<file path="src/rtl/micro_timer_pkg.sv">
package micro_timer_pkg;

    // Default geometry of the timer and its write port
    localparam int DEF_ADDR_W = 16;
    localparam int DEF_DATA_W = 8;
    localparam int DEF_DIV    = 4;

    // Which register a write strobe targets
    typedef enum logic [1:0] {
        SEL_NONE   = 2'd0,
        SEL_PRESET = 2'd1,
        SEL_CTRL   = 2'd2,
        SEL_ACK    = 2'd3
    } reg_sel_e;

endpackage

</file>
<file path="src/rtl/micro_timer_regs.sv">
// Write decoder and control storage.
// Turns the write strobe into a load pulse with its value, an acknowledge
// pulse and the stored active-low run bit. Assumes one-cycle strobes;
// bits above bit 0 of control and acknowledge data are ignored.
module micro_timer_regs
    import micro_timer_pkg::*;
#(
    parameter int                ADDR_W      = DEF_ADDR_W,
    parameter int                DATA_W      = DEF_DATA_W,
    parameter logic [ADDR_W-1:0] PRESET_ADDR = ADDR_W'('h00C0),
    parameter logic [ADDR_W-1:0] CTRL_ADDR   = ADDR_W'('h00C1),
    parameter logic [ADDR_W-1:0] ACK_ADDR    = ADDR_W'('h00C2)
) (
    input  logic              clk,
    input  logic              rst_n,
    input  logic              wr_en,
    input  logic [ADDR_W-1:0] wr_addr,
    input  logic [DATA_W-1:0] wr_data,
    output logic              load_stb,
    output logic [DATA_W-1:0] load_val,
    output logic              ack_stb,
    output logic              run_n
);

    reg_sel_e sel;

    // Classify the current write by address
    always_comb begin
        sel = SEL_NONE;
        if (wr_en) begin
            if (wr_addr == PRESET_ADDR)     sel = SEL_PRESET;
            else if (wr_addr == CTRL_ADDR)  sel = SEL_CTRL;
            else if (wr_addr == ACK_ADDR)   sel = SEL_ACK;
        end
    end

    // Pulses toward the counter and the flag
    always_comb begin
        load_stb = (sel == SEL_PRESET);
        load_val = wr_data;
        ack_stb  = (sel == SEL_ACK) && wr_data[0];
    end

    // Active-low run bit, level held until rewritten
    always_ff @(posedge clk) begin
        if (!rst_n)
            run_n <= 1'b1;
        else if (sel == SEL_CTRL)
            run_n <= wr_data[0];
    end

endmodule

</file>
<file path="src/rtl/micro_timer_prescale.sv">
// Divide-by-DIV phase counter that yields one tick per count period.
// The phase is held at zero while stopped, so a restart always waits a
// full period. Assumes DIV >= 2.
module micro_timer_prescale
    import micro_timer_pkg::*;
#(
    parameter int DIV = DEF_DIV
) (
    input  logic clk,
    input  logic rst_n,
    input  logic run,
    output logic tick
);

    localparam int                PS_W = (DIV > 2) ? $clog2(DIV) : 1;
    localparam logic [PS_W-1:0]   LAST = PS_W'(DIV - 1);

    logic [PS_W-1:0] phase;

    // Phase advance, cleared when stopped or at period end
    always_ff @(posedge clk) begin
        if (!rst_n || !run)
            phase <= '0;
        else if (phase == LAST)
            phase <= '0;
        else
            phase <= phase + 1'b1;
    end

    // Tick on the last phase of each period
    always_comb tick = run && (phase == LAST);

endmodule

</file>
<file path="src/rtl/micro_timer_count.sv">
// Loadable up-counter. A load wins over a tick on the same edge.
// Reports an all-ones event when a tick moves the count from
// all-ones minus one to all-ones.
module micro_timer_count
    import micro_timer_pkg::*;
#(
    parameter int CNT_W = DEF_DATA_W
) (
    input  logic             clk,
    input  logic             rst_n,
    input  logic             tick,
    input  logic             load_stb,
    input  logic [CNT_W-1:0] load_val,
    output logic [CNT_W-1:0] count,
    output logic             top_hit
);

    localparam logic [CNT_W-1:0] PRE_TOP = {{(CNT_W-1){1'b1}}, 1'b0};

    // Count register: load first, then advance with wrap
    always_ff @(posedge clk) begin
        if (!rst_n)
            count <= '0;
        else if (load_stb)
            count <= load_val;
        else if (tick)
            count <= count + 1'b1;
    end

    // Event: this edge advances into all-ones
    always_comb top_hit = tick && !load_stb && (count == PRE_TOP);

endmodule

</file>
<file path="src/rtl/micro_timer_flag.sv">
// Sticky pending flag. Set has priority over acknowledge on one edge.
module micro_timer_flag (
    input  logic clk,
    input  logic rst_n,
    input  logic set,
    input  logic ack,
    output logic pend
);

    // Hold until acknowledged, unless set again on that edge
    always_ff @(posedge clk) begin
        if (!rst_n)
            pend <= 1'b0;
        else if (set)
            pend <= 1'b1;
        else if (ack)
            pend <= 1'b0;
    end

endmodule

</file>
<file path="src/rtl/micro_timer.sv">
// Microsecond up-counter with sticky overflow interrupt.
// Assumes clk runs at DIV times the count rate and writes are
// single-cycle strobes. The pending flag leaves only through irq.
module micro_timer
    import micro_timer_pkg::*;
#(
    parameter int                ADDR_W      = DEF_ADDR_W,
    parameter int                DATA_W      = DEF_DATA_W,
    parameter int                DIV         = DEF_DIV,
    parameter logic [ADDR_W-1:0] PRESET_ADDR = ADDR_W'('h00C0),
    parameter logic [ADDR_W-1:0] CTRL_ADDR   = ADDR_W'('h00C1),
    parameter logic [ADDR_W-1:0] ACK_ADDR    = ADDR_W'('h00C2)
) (
    input  logic              clk,
    input  logic              rst_n,
    input  logic              wr_en,
    input  logic [ADDR_W-1:0] wr_addr,
    input  logic [DATA_W-1:0] wr_data,
    input  logic              irq_en,
    output logic              irq
);

    logic              load_stb;
    logic [DATA_W-1:0] load_val;
    logic              ack_stb;
    logic              run_n;
    logic              tick;
    logic [DATA_W-1:0] count;
    logic              top_hit;
    logic              pend;

    micro_timer_regs #(
        .ADDR_W      (ADDR_W),
        .DATA_W      (DATA_W),
        .PRESET_ADDR (PRESET_ADDR),
        .CTRL_ADDR   (CTRL_ADDR),
        .ACK_ADDR    (ACK_ADDR)
    ) u_regs (
        .clk      (clk),
        .rst_n    (rst_n),
        .wr_en    (wr_en),
        .wr_addr  (wr_addr),
        .wr_data  (wr_data),
        .load_stb (load_stb),
        .load_val (load_val),
        .ack_stb  (ack_stb),
        .run_n    (run_n)
    );

    micro_timer_prescale #(.DIV(DIV)) u_pres (
        .clk   (clk),
        .rst_n (rst_n),
        .run   (!run_n),
        .tick  (tick)
    );

    micro_timer_count #(.CNT_W(DATA_W)) u_cnt (
        .clk      (clk),
        .rst_n    (rst_n),
        .tick     (tick),
        .load_stb (load_stb),
        .load_val (load_val),
        .count    (count),
        .top_hit  (top_hit)
    );

    micro_timer_flag u_flag (
        .clk   (clk),
        .rst_n (rst_n),
        .set   (top_hit),
        .ack   (ack_stb),
        .pend  (pend)
    );

    // Masked level request
    always_comb irq = pend && irq_en;

endmodule

</file>
<file path="config.mk">
export PLATFORM = sky130hd
export DESIGN_NAME = micro_timer
export DESIGN_NICKNAME = d
export VERILOG_FILES = /design/src/rtl/micro_timer_pkg.sv /design/src/rtl/micro_timer_regs.sv /design/src/rtl/micro_timer_prescale.sv /design/src/rtl/micro_timer_count.sv /design/src/rtl/micro_timer_flag.sv /design/src/rtl/micro_timer.sv
export SDC_FILE = /design/constraint.sdc
export NUM_CORES = 1
export LEC_CHECK = 0
export ABC_CLOCK_PERIOD_IN_PS = 1300
export BUFFER_PORTS_ARGS = -buffer_cell sky130_fd_sc_hd__buf_2
export CAP_MARGIN = 30
export CORE_UTILIZATION = 25
export DETAILED_ROUTE_END_ITERATION = 6
export PLACE_DENSITY = 0.49
export SYNTH_ARGS = -nofsm -noshare
export SYNTH_HDL_FRONTEND = slang
export SYNTH_SLANG_ARGS = --single-unit
export TNS_END_PERCENT = 50
</file>
<file path="constraint.sdc">
create_clock -name clk -period 1.3 [get_ports clk]
set_input_delay 0.26 -clock clk [delete_from_list [all_inputs] [get_ports clk]]
set_output_delay 0.26 -clock clk [all_outputs]
set_load 0.05 [all_outputs]
</file>
==> metrics.log, run 1 <==
[metrics] run status: finished clean
[metrics] worst setup path start: u_flag.pend$_SDFFE_PN0P_
[metrics] insertion delay to the later sink of the worst-skew pair: 280 ps
[metrics] buffers and inverters on the worst path: 1
[metrics] clock transition at the registers of the reported paths: 80 ps
[metrics] final standard cell count with taps included and fillers excluded: 148
[metrics] first-pass GRT wire length: 3.05 mm
[metrics] initial antenna violation count: 0
[metrics] number of clock sinks seen by CTS: 12
[metrics] WP data arrival: 970 ps
[metrics] startpoint-to-endpoint class of the critical path: reg -> out
[metrics] boundary pin count: 29
[metrics] overall die area: 3080 µm²
[metrics] number of hold violations in the final report: 0
[metrics] CTS tree: yes
[metrics] most instantiated cells after synthesis: 12 x sky130_fd_sc_hd__dfxtp_1, 10 x sky130_fd_sc_hd__nor3_1, 7 x sky130_fd_sc_hd__xnor2_1
[metrics] hold wc startpoint: rst_n
[metrics] count of nets after finishing: 149
[metrics] total of hold buffers inserted after clock tree synthesis: 0
[metrics] number of inserted filler cells in the final layout: 288
[metrics] total nets after synthesis: 110
[metrics] Avg Synthesized Cell Area: 9.04 µm²
[metrics] setup clock skew after layout: 4.11 ps
[metrics] area occupied by multi-input gates: 483 µm²
[metrics] Main synth FF type: sky130_fd_sc_hd__dfxtp_1
[metrics] GRT Resource Usage Total: 12.4%
[metrics] Num CTS Buffers: 3
[metrics] Reg-to-Reg Start: u_pres.phase[0]$_SDFF_PP0_
[metrics] HPWL after detailed placement: 1.38 mm
[metrics] die height: 55.5 µm
[metrics] Via-to-Cell Ratio: 4.86
[metrics] starting density of the core: 26.1%
[metrics] share of the synthesized area in the top cell type: 33.6%
[metrics] DRC errors left: 0
[metrics] utilization after layout: 37.1%
[metrics] proportion of synthesized chip area in sequential cells: 33.6%
[metrics] ANT cells: 0
[metrics] max_slew headroom: 77.8%
[metrics] fraction of layout cells with a size suffix above 1: 43.6%
[metrics] worst slew pin tran: 330 ps
[metrics] Area growth, synth to finish: 41.9%
[metrics] post-synthesis instance area: 714 µm²
[metrics] cell count after synthesis: 79
[metrics] cell accounting for the most synthesized area: sky130_fd_sc_hd__dfxtp_1
[metrics] via count of the first global-routing pass: 718
[metrics] Worst path top cell family by delay: flip-flops
[metrics] highest metal used: met4
[metrics] Synth Warn #: 0
[metrics] placed cells: 144
[metrics] global route total overflow: 0
[metrics] horizontal die dimension: 55.5 µm
[metrics] peak supply drop: 0.000327 V
[metrics] core area: 2730 µm²
[metrics] maximum frequency from static timing analysis: 0.816 GHz
[metrics] Synth async-reset ratio: 0%
[metrics] cell row count: 19
[metrics] footprint of the flip-flops and latches: 244 µm²
[metrics] worst hold path class: in -> reg
[metrics] total number of H-tree levels: 1
[metrics] final critical delay including setup and external delays: 1230 ps
[metrics] cell breakdown of the critical path: and2_1 > buf_2
[metrics] top post-synthesis cells by area: sky130_fd_sc_hd__dfxtp_1 34%, sky130_fd_sc_hd__xnor2_1 8.6%, sky130_fd_sc_hd__nor3_1 7.0%
[metrics] Max FO, Critical Path: 2
[metrics] register bit total from synthesis: 12
[metrics] number of flops mapped to enable cells by yosys: 0
[metrics] final period utilization: 94.3%
[metrics] max-capacitance violation count: 0
[metrics] final-report max-slew violation count: 0
[metrics] total vias in the final route: 719
[metrics] category of the worst setup path capture point: primary output
[metrics] Largest stage delay, worst path: 330 ps
[metrics] startpoint type of the worst setup path: register
[metrics] input/output buffers: 28
[metrics] Detail Route Antenna Nets: 0
[metrics] weighted congestion at the end of routability-driven global placement: 0.752
[metrics] wire length per cell after detailed routing: 11.3 µm
[metrics] leading cell type by number of instances after synthesis: sky130_fd_sc_hd__dfxtp_1
[metrics] clock root buffer master: sky130_fd_sc_hd__clkbuf_4
[metrics] power per unit of standard cell area: 740 nW/µm²
[metrics] final routed wirelength across all metal layers: 1.68 mm
[metrics] worst-case clock buffer depth: 2
[metrics] slowest CP cell: sky130_fd_sc_hd__dfxtp_1
[metrics] metal2 WL: 783 µm
[metrics] DRC marker count from the first detailed-route iteration: 10
[metrics] metal3 WL: 65 µm
[metrics] Leak Pwr: 0.000400 µW
[metrics] First-pass DRT Iterations: 2
[metrics] maximum number of pins on one net before global-route repair: 11
[metrics] required time at the endpoint of the critical path: 1040 ps
[metrics] Setup violations, final: 0
[metrics] length of routed wiring on met1: 794 µm
[metrics] count of cell types in the netlist: 30
==> per-layer routing <==
layer	track usage [%]	vias to the layer above
met4	5.36	0
met3	2.58	4
met5	0	-
li1	-	372
met1	15.1	321
met2	21.2	22
==> per-stage QoR <==
step	instance area (µm²)	hold WS, ps	power (µW)	setup WS (ps)	TNS (ps)
4_1_cts	986	212	760	0.140	0
5_1_grt	1010	211	789	-3.72	-3.72
6_report	1010	215	750	73.8	0
2_1_floorplan	714	338	397	70.0	0
3_3_place_gp	942	419	452	-171	-1090
3_5_place_dp	942	426	453	-153	-1200
==> path summary, 6_finish.rpt <==
check        cells after the start                          end  slack, ps
max reg2reg                      5  u_cnt.count[6]$_SDFFE_PN0P_        110
min reg2reg                      1   u_pres.phase[0]$_SDFF_PP0_        440
max                              2                          irq         70
min                              2    u_regs.run_n$_SDFFE_PN1N_        210
==> cells by family after synthesis <==
group	count (synthesis)	synth area share [%]
adders and majority gates	3	5.25
buffers and inverters	6	3.15
muxes	1	1.40
xor gates and xnor gates	7	8.58
DFF	12	33.6
and+or+nand+nor	35	33.6
AOI/OAI and AO/OA	15	14.4
==> worst register-to-register path, cell delays in order (launching register included) <==
cell	delay [ps]
sky130_fd_sc_hd__dfxtp_2	360
sky130_fd_sc_hd__ha_4	170
sky130_fd_sc_hd__nand3b_1	170
sky130_fd_sc_hd__nor2_1	160
sky130_fd_sc_hd__xnor2_1	80
sky130_fd_sc_hd__a211oi_1	180
==> area by class of cell <==
cell class | instances | area share (%)
Multi-Input combinational cell | 61 | 47.7
Sequential cell | 12 | 24.1
Timing Repair Buffer | 35 | 19.0
Tap cell | 31 | 3.83
Clock buffer | 4 | 3.58
Inverter | 5 | 1.85
==> registers in the layout, summed over array words and instances (netlist names) <==
signal,cells
u_flag.pend,1
u_pres.phase,2
u_cnt.count,8
u_regs.run_n,1
==> timing repair <==
action | 4_1_cts | 5_1_grt
setup buffers | 0 | 0
gates cloned | 0 | 0
setup endpoints to repair | 5 | 7
endpoints found under the hold margin | 0 | 0
pin swaps | 0 | 6
resized for setup | 2 | 7
==> report_power, final <==
group	leakage (µW)	total, µW	switching, µW	internal [µW]
Sequential	0.0000982	367	0.00405	367
Clock	0.0000210	308	138	170
Combinational	0.000281	75.2	35.0	40.2
==> placed cells by master, fill, tap and decap left out, types with 2 or more instances in the layout <==
| cell | Yosys | layout |
|---|---|---|
| sky130_fd_sc_hd__inv_1 | 4 | 4 |
| sky130_fd_sc_hd__nand3b_1 | 2 | 2 |
| sky130_fd_sc_hd__nand4_1 | 3 | 3 |
| sky130_fd_sc_hd__buf_4 | 0 | 7 |
| sky130_fd_sc_hd__o21ai_0 | 2 | 2 |
| sky130_fd_sc_hd__nor2_1 | 4 | 3 |
| sky130_fd_sc_hd__nor3_1 | 10 | 8 |
| sky130_fd_sc_hd__dfxtp_2 | 0 | 3 |
| sky130_fd_sc_hd__ha_1 | 3 | 2 |
| sky130_fd_sc_hd__a211oi_1 | 6 | 6 |
| sky130_fd_sc_hd__a21oi_1 | 3 | 3 |
| sky130_fd_sc_hd__xnor2_1 | 7 | 7 |
| sky130_fd_sc_hd__o31ai_1 | 2 | 2 |
| sky130_fd_sc_hd__nand2_1 | 3 | 3 |
| sky130_fd_sc_hd__buf_2 | 0 | 28 |
| sky130_fd_sc_hd__clkbuf_4 | 0 | 3 |
| sky130_fd_sc_hd__nand3_1 | 2 | 2 |
| sky130_fd_sc_hd__dfxtp_1 | 12 | 9 |
(Power assumes the default switching activity.)
==> inputs of run 2 (changes only) <==
==> constraint.sdc (replaced) <==
create_clock -name clk -period 1.3 [get_ports clk]
set_input_delay 0.065 -clock clk [delete_from_list [all_inputs] [get_ports clk]]
set_output_delay 0.065 -clock clk [all_outputs]
set_load 0.05 [all_outputs]
==> metrics.log, run 2 (synthesis results as in run 1) <==
[metrics] Largest regs: u_cnt.count x8, u_pres.phase x2
[metrics] number of hold violations in the final report: 0 (unchanged)
[metrics] CTS tree: yes
[metrics] cell breakdown of the critical path: ha_4 > nand2b_4 > nor3_1 > xnor2_1 > a211oi_1
[metrics] aggregate negative setup slack: 0 ps (unchanged)
[metrics] overall die area: 3080 µm² (unchanged)
[metrics] fraction of layout cells with a size suffix above 1: 39.3% (-4.3 points)
[metrics] GRT Resource Usage Total: 12.4% (-0.043 points)
[metrics] minimum setup slack among reg-to-reg paths: 70 ps (-40 ps)
[metrics] internal power consumption: 576 µW (-0.32%)
[metrics] Num CTS Buffers: 3 (unchanged)
[metrics] DRC errors left: 0 (unchanged)
[metrics] number of cells on the worst hold path: 2 (unchanged)
[metrics] insertion delay to the later sink of the worst-skew pair: 280 ps (about the same)
[metrics] boundary pin count: 29 (unchanged)
[metrics] required time at the endpoint of the critical path: 1500 ps (+460 ps)
[metrics] via count of the first global-routing pass: 752 (+4.7%)
[metrics] WP data arrival: 1420 ps (+450 ps)
[metrics] Setup Buffers After CTS: 0 (unchanged)
[metrics] First-pass DRT Iterations: 2 (unchanged)
[metrics] final standard cell count with taps included and fillers excluded: 143 (-3.4%)
[metrics] number of flip-flops in the largest register: 8 (unchanged)
[metrics] hold wc startpoint: rst_n
[metrics] global route total overflow: 0 (unchanged)
[metrics] Worst path top cell family by delay: flip-flops
[metrics] register share of total power: 49.2% (+0.3 points)
[metrics] combinational cell fraction of total power: 9.9% (about the same)
[metrics] Largest stage delay, worst path: 360 ps (+30 ps)
[metrics] clock transition at the registers of the reported paths: 80 ps (about the same)
[metrics] maximum number of pins on one net before global-route repair: 11 (unchanged)
[metrics] ANT cells: 0 (unchanged)
[metrics] worst hold path class: in -> reg
[metrics] weighted congestion at the end of routability-driven global placement: 0.781 (+3.9%)
[metrics] slowest CP cell: sky130_fd_sc_hd__dfxtp_1
[metrics] Area growth, synth to finish: 35.2%
[metrics] Hold EP: u_regs.run_n$_SDFFE_PN1N_
[metrics] final period utilization: 94.3% (about the same)
[metrics] peak supply drop: 0.000591 V (+81%)
[metrics] wire length per cell after detailed routing: 12.4 µm (+9.5%)
[metrics] first-pass GRT wire length: 3.04 mm (-0.43%)
[metrics] HPWL after detailed placement: 1.41 mm (+2.3%)
[metrics] core area: 2730 µm² (unchanged)
[metrics] final critical delay including setup and external delays: 1230 ps (-0.231 ps)
[metrics] initial antenna violation count: 0 (unchanged)
[metrics] switching power total: 170 µW (-1.3%)
[metrics] total vias in the final route: 710 (-1.3%)
[metrics] max-capacitance violation count: 0 (unchanged)
[metrics] worst setup path start: u_pres.phase[1]$_SDFF_PP0_
[metrics] cell row count: 19 (unchanged)
[metrics] Via-to-Cell Ratio: 4.97 (+2.2%)
[metrics] Leak Pwr: 0.000360 µW (-10%)
[metrics] register bank with the most flops: u_cnt.count
[metrics] placed cells: 139 (-3.5%)
[metrics] worst-case clock buffer depth: 2 (unchanged)
[metrics] r2r endpoint: u_cnt.count[3]$_SDFFE_PN0P_
[metrics] final-report max-slew violation count: 0 (unchanged)
[metrics] run status: finished clean
[metrics] switch share: 22.8% (-0.17 points)
[metrics] commonest cells after routing, fill and taps aside: 28 x sky130_fd_sc_hd__buf_2, 10 x sky130_fd_sc_hd__dfxtp_1, 8 x sky130_fd_sc_hd__nor3_1
[metrics] total number of H-tree levels: 1 (unchanged)
[metrics] clock root buffer master: sky130_fd_sc_hd__clkbuf_4
[metrics] category of the worst setup path capture point: register
[metrics] input/output buffers: 28 (unchanged)
[metrics] DRC marker count from the first detailed-route iteration: 9 (-1)
[metrics] count of nets after finishing: 144 (-3.4%)
[metrics] most common cell after layout, fill and taps aside: sky130_fd_sc_hd__buf_2
[metrics] maximum frequency from static timing analysis: 0.816 GHz (about the same)
[metrics] Detail Route Antenna Nets: 0 (unchanged)
[metrics] Max FO, Critical Path: 4 (+2)
[metrics] startpoint type of the worst setup path: register
[metrics] buffers and inverters on the worst path: 0 (-1)
[metrics] worst-case hold slack: 9.66 ps (-205 ps)
[metrics] startpoint-to-endpoint class of the critical path: reg -> reg
[metrics] power per unit of standard cell area: 772 nW/µm² (+4.3%)
[metrics] placed standard-cell area: 905 µm² (-4.0%)
[metrics] setup clock skew after layout: 4.16 ps (+0.0479 ps)
[metrics] horizontal die dimension: 55.5 µm (unchanged)
[metrics] share of power burned in the clock network: 40.9% (-0.2 points)
[metrics] Worst R2R Path Depth: 5 (unchanged)
[metrics] starting density of the core: 26.1% (unchanged)
[metrics] worst slew pin tran: 316 ps (-13.7 ps)
[metrics] setup repair after global routing missed its margin: yes
[metrics] max_slew headroom: 78.8% (+0.92 points)
[metrics] number of clock sinks seen by CTS: 12 (unchanged)
[metrics] final routed wirelength across all metal layers: 1.77 mm (+5.8%)
[metrics] summed area of non-filler cells in the final layout: 966 µm² (-4.7%)
[metrics] Setup violations, final: 0 (unchanged)
[metrics] Reg-to-Reg Start: u_pres.phase[1]$_SDFF_PP0_
[metrics] die height: 55.5 µm (unchanged)
run 2: changes by cell type in the layout (fill, tap and decap cells not counted), sizes merged:
cell,previous run,this run
buf,35,30
run 2: metal layers:
metal | wire [µm] | vias to the layer above | GRT usage, %
li1 | - | 360 | -
met1 | 819 | 322 | 14.8
met2 | 847 | 24 | 21.9
met3 | 71 | 4 | 1.87
met4 | 33 | 0 | 5.36
met5 | 0 | - | 0
run 2: power by group through the flow:
| stage | registers [µW] | clock network, µW | logic (µW) |
|---|---|---|---|
| after floorplan | 376 | 0 | 21.4 |
| after global placement | 376 | 0 | 73.9 |
| after detailed placement | 376 | 0 | 74.9 |
| after CTS | 367 | 315 | 75.0 |
| after global routing | 367 | 331 | 82.0 |
| final | 367 | 305 | 73.8 |
run 2: final cells by class:
class,instances,area (µm²)
clock buffer,4,36.3
fill,286,1770
inverter,5,18.8
multi-input combinational,61,474
sequential,12,243
tap,31,38.8
timing repair buffer,30,155
run 2: worst max path at each step:
stage,slack (ps),end,cells past startpoint
floorplan,70,u_cnt.count[5]$_SDFFE_PN0P_,5
global placement,-3,u_cnt.count[4]$_SDFFE_PN0P_,6
detailed placement,-30,u_cnt.count[3]$_SDFFE_PN0P_,5
CTS,2,u_cnt.count[3]$_SDFFE_PN0P_,5
global route,-20,u_cnt.count[5]$_SDFFE_PN0P_,5
finish,70,u_cnt.count[3]$_SDFFE_PN0P_,5
run 2: repair_timing:
item / 4_1_cts / 5_1_grt
hold buffers: 0 / 0
resized for setup: 2 / 4
pin swaps: 0 / 2
endpoints found under the setup margin: 4 / 5
run 2: worst reg2reg max path, cell delays in order (launching register included):
cell and delay, ps:
sky130_fd_sc_hd__dfxtp_1 360, sky130_fd_sc_hd__ha_4 170, sky130_fd_sc_hd__nand2b_4 80, sky130_fd_sc_hd__nor3_1 240, sky130_fd_sc_hd__xnor2_1 90, sky130_fd_sc_hd__a211oi_1 220
run 2: per-stage QoR:
stage / power, µW / util, % / worst slack [ps]
finish: 746 / 35.3 / 74.0
global placement: 450 / 33.1 / -3.11
global route: 780 / 35.3 / -15.0
detailed placement: 451 / 33.1 / -33.4
floorplan: 397 / - / 70.0
CTS: 757 / 34.7 / 1.77
==> inputs of run 3 (changes only) <==
HOLD_SLACK_MARGIN = 0.06   (was unset)
==> metrics.log, run 3 (synthesis results as in run 1) <==
[metrics] metal2 WL: 849 µm (+0.24%)
[metrics] pre-CTS setup slack: -33.4 ps (unchanged)
[metrics] number of hold violations in the final report: 0 (unchanged)
[metrics] initial antenna violation count: 0 (unchanged)
[metrics] insertion delay to the later sink of the worst-skew pair: 270 ps (about the same)
[metrics] Final Total Pwr: 748 µW (+0.21%)
[metrics] category of the worst setup path capture point: register
[metrics] Via-to-Cell Ratio: 4.98 (+0.29%)
[metrics] Setup Buffers After CTS: 0 (unchanged)
[metrics] final-report max-slew violation count: 0 (unchanged)
[metrics] most common cell after layout, fill and taps aside: sky130_fd_sc_hd__buf_2
[metrics] power per unit of standard cell area: 758 nW/µm² (-1.8%)
[metrics] number of cells on the worst hold path: 3 (+1)
[metrics] DRC marker count from the first detailed-route iteration: 24 (+15)
[metrics] core area: 2730 µm² (unchanged)
[metrics] HPWL after detailed placement: 1.41 mm (unchanged)
[metrics] WP data arrival: 1430 ps (about the same)
[metrics] worst-case hold slack: 82.6 ps (+73.0 ps)
[metrics] minimum setup slack among reg-to-reg paths: 70 ps (about the same)
[metrics] first-pass GRT wire length: 3.04 mm (unchanged)
[metrics] max_slew headroom: 78.8% (unchanged)
[metrics] count of nets after finishing: 146 (+1.4%)
[metrics] final routed wirelength across all metal layers: 1.76 mm (-0.45%)
[metrics] total vias in the final route: 722 (+1.7%)
[metrics] worst-case clock buffer depth: 2 (unchanged)
[metrics] Largest regs: u_cnt.count x8, u_pres.phase x2
[metrics] First-pass DRT Iterations: 4 (+2)
[metrics] total number of H-tree levels: 1 (unchanged)
[metrics] post-route worst setup slack: 66.4 ps (-7.58 ps)
[metrics] number of clock sinks seen by CTS: 12 (unchanged)
[metrics] number of flip-flops in the largest register: 8 (unchanged)
[metrics] worst slew pin tran: 316 ps (unchanged)
[metrics] Worst R2R Path Depth: 5 (unchanged)
[metrics] startpoint-to-endpoint class of the critical path: reg -> reg
[metrics] startpoint type of the worst setup path: register
[metrics] max-capacitance violation count: 0 (unchanged)
[metrics] ANT cells: 0 (unchanged)
[metrics] CTS tree: yes
[metrics] r2r endpoint: u_cnt.count[3]$_SDFFE_PN0P_
[metrics] horizontal die dimension: 55.5 µm (unchanged)
[metrics] boundary pin count: 29 (unchanged)
[metrics] length of routed wiring on met1: 811 µm (-0.98%)
[metrics] run status: finished clean
[metrics] clock root buffer master: sky130_fd_sc_hd__clkbuf_4
[metrics] Detail Route Antenna Nets: 0 (unchanged)
[metrics] final critical delay including setup and external delays: 1230 ps (+7.58 ps)
[metrics] starting density of the core: 26.1% (unchanged)
[metrics] setup clock skew after layout: 2.52 ps (-1.64 ps)
[metrics] weighted congestion at the end of routability-driven global placement: 0.781 (unchanged)
[metrics] maximum frequency from static timing analysis: 0.811 GHz (-0.61%)
[metrics] DRC errors left: 0 (unchanged)
[metrics] input/output buffers: 28 (unchanged)
[metrics] highest metal used: met4
[metrics] Leak Pwr: 0.000368 µW (+2.3%)
[metrics] Setup violations, final: 0 (unchanged)
[metrics] commonest cells after routing, fill and taps aside: 28 x sky130_fd_sc_hd__buf_2, 10 x sky130_fd_sc_hd__dfxtp_1, 8 x sky130_fd_sc_hd__nor3_1
[metrics] wire length per cell after detailed routing: 12.2 µm (-1.8%)
[metrics] required time at the endpoint of the critical path: 1490 ps (about the same)
[metrics] cell row count: 19 (unchanged)
[metrics] Max FO, Critical Path: 4 (unchanged)
[metrics] maximum number of pins on one net before global-route repair: 11 (unchanged)
[metrics] via count of the first global-routing pass: 754 (+0.27%)
[metrics] overall die area: 3080 µm² (unchanged)
[metrics] clock transition at the registers of the reported paths: 80 ps (about the same)
[metrics] worst hold path class: in -> reg
[metrics] setup repair after global routing missed its margin: yes
[metrics] die height: 55.5 µm (unchanged)
[metrics] Num CTS Buffers: 3 (unchanged)
[metrics] aggregate negative setup slack: 0 ps (unchanged)
[metrics] peak supply drop: 0.000585 V (-1.0%)
[metrics] Reg-to-Reg Start: u_pres.phase[1]$_SDFF_PP0_
[metrics] Hold EP: u_cnt.count[7]$_SDFFE_PN0P_
[metrics] final period utilization: 94.9% (+0.58 points)
[metrics] Area growth, synth to finish: 38.0%
[metrics] hold wc startpoint: wr_data[7]
[metrics] fraction of layout cells with a size suffix above 1: 38.6% (-0.69 points)
[metrics] register bank with the most flops: u_cnt.count
[metrics] GRT Resource Usage Total: 12.4% (unchanged)
[metrics] metal3 WL: 72 µm (+1.4%)
[metrics] global route total overflow: 0 (unchanged)
==> run 3: changes by cell type in the layout (fill, tap and decap cells not counted) <==
cell / before / now
sky130_fd_sc_hd__dlygate4sd3_1: 0 / 2
==> run 3: worst max-delay path by stage <==
| stage | from | end | slack (ps) | cells past startpoint |
|---|---|---|---|---|
| 5_1_grt | u_pres.phase[1]$_SDFF_PP0_ | u_cnt.count[5]$_SDFFE_PN0P_ | -20 | 5 |
| 6_report | u_pres.phase[1]$_SDFF_PP0_ | u_cnt.count[3]$_SDFFE_PN0P_ | 70 | 5 |
| 2_1_floorplan | u_pres.phase[0]$_SDFF_PP0_ | u_cnt.count[5]$_SDFFE_PN0P_ | 70 | 5 |
| 3_5_place_dp | u_pres.phase[0]$_SDFF_PP0_ | u_cnt.count[3]$_SDFFE_PN0P_ | -30 | 5 |
| 3_3_place_gp | wr_addr[15] | u_cnt.count[4]$_SDFFE_PN0P_ | -3 | 6 |
| 4_1_cts | u_pres.phase[0]$_SDFF_PP0_ | u_cnt.count[3]$_SDFFE_PN0P_ | 2 | 5 |
==> run 3: final cells by class <==
| cell class | count | area, µm² |
|---|---|---|
| Clock buffer | 4 | 36.3 |
| Tap cell | 31 | 38.8 |
| Timing Repair Buffer | 32 | 175 |
| Inverter | 5 | 18.8 |
| Fill cell | 285 | 1750 |
| Multi-Input combinational cell | 61 | 474 |
| Sequential cell | 12 | 243 |
==> run 3: power by group <==
group          internal [µW]  leakage (µW)  switching [µW]
combinational           42.3      0.000250            36.3
sequential               367     0.0000977         0.00424
clock                    170     0.0000210             132
==> run 3: layer usage <==
| layer | track usage (%) | vias up |
|---|---|---|
| li1 | - | 364 |
| met1 | 14.7 | 330 |
| met2 | 22.0 | 24 |
| met3 | 1.87 | 4 |
| met4 | 5.36 | 0 |
| met5 | 0 | - |
==> run 3: per-stage QoR <==
stage | instance area [µm²] | instances | util, %
finish | 986 | 145 | 36.1
global route | 986 | 145 | 36.1
CTS | 968 | 145 | 35.4
detailed placement | 905 | 139 | 33.1
global placement | 905 | 139 | 33.1
floorplan | 714 | 79 | -
==> run 3: critical path, stage by stage, from the launching register on <==
cell	delay, ps
sky130_fd_sc_hd__dfxtp_1	360
sky130_fd_sc_hd__ha_4	170
sky130_fd_sc_hd__nand2b_4	80
sky130_fd_sc_hd__nor3_1	240
sky130_fd_sc_hd__xnor2_1	90
sky130_fd_sc_hd__a211oi_1	220
==> run 3: timing repair <==
| action | 4_1_cts | 5_1_grt |
|---|---|---|
| gates resized for setup | 2 | 4 |
| pin swaps | 0 | 2 |
| setup endpoints to repair | 4 | 5 |
| hold endpoints to repair | 3 | 0 |
| hold buffers | 2 | 0 |
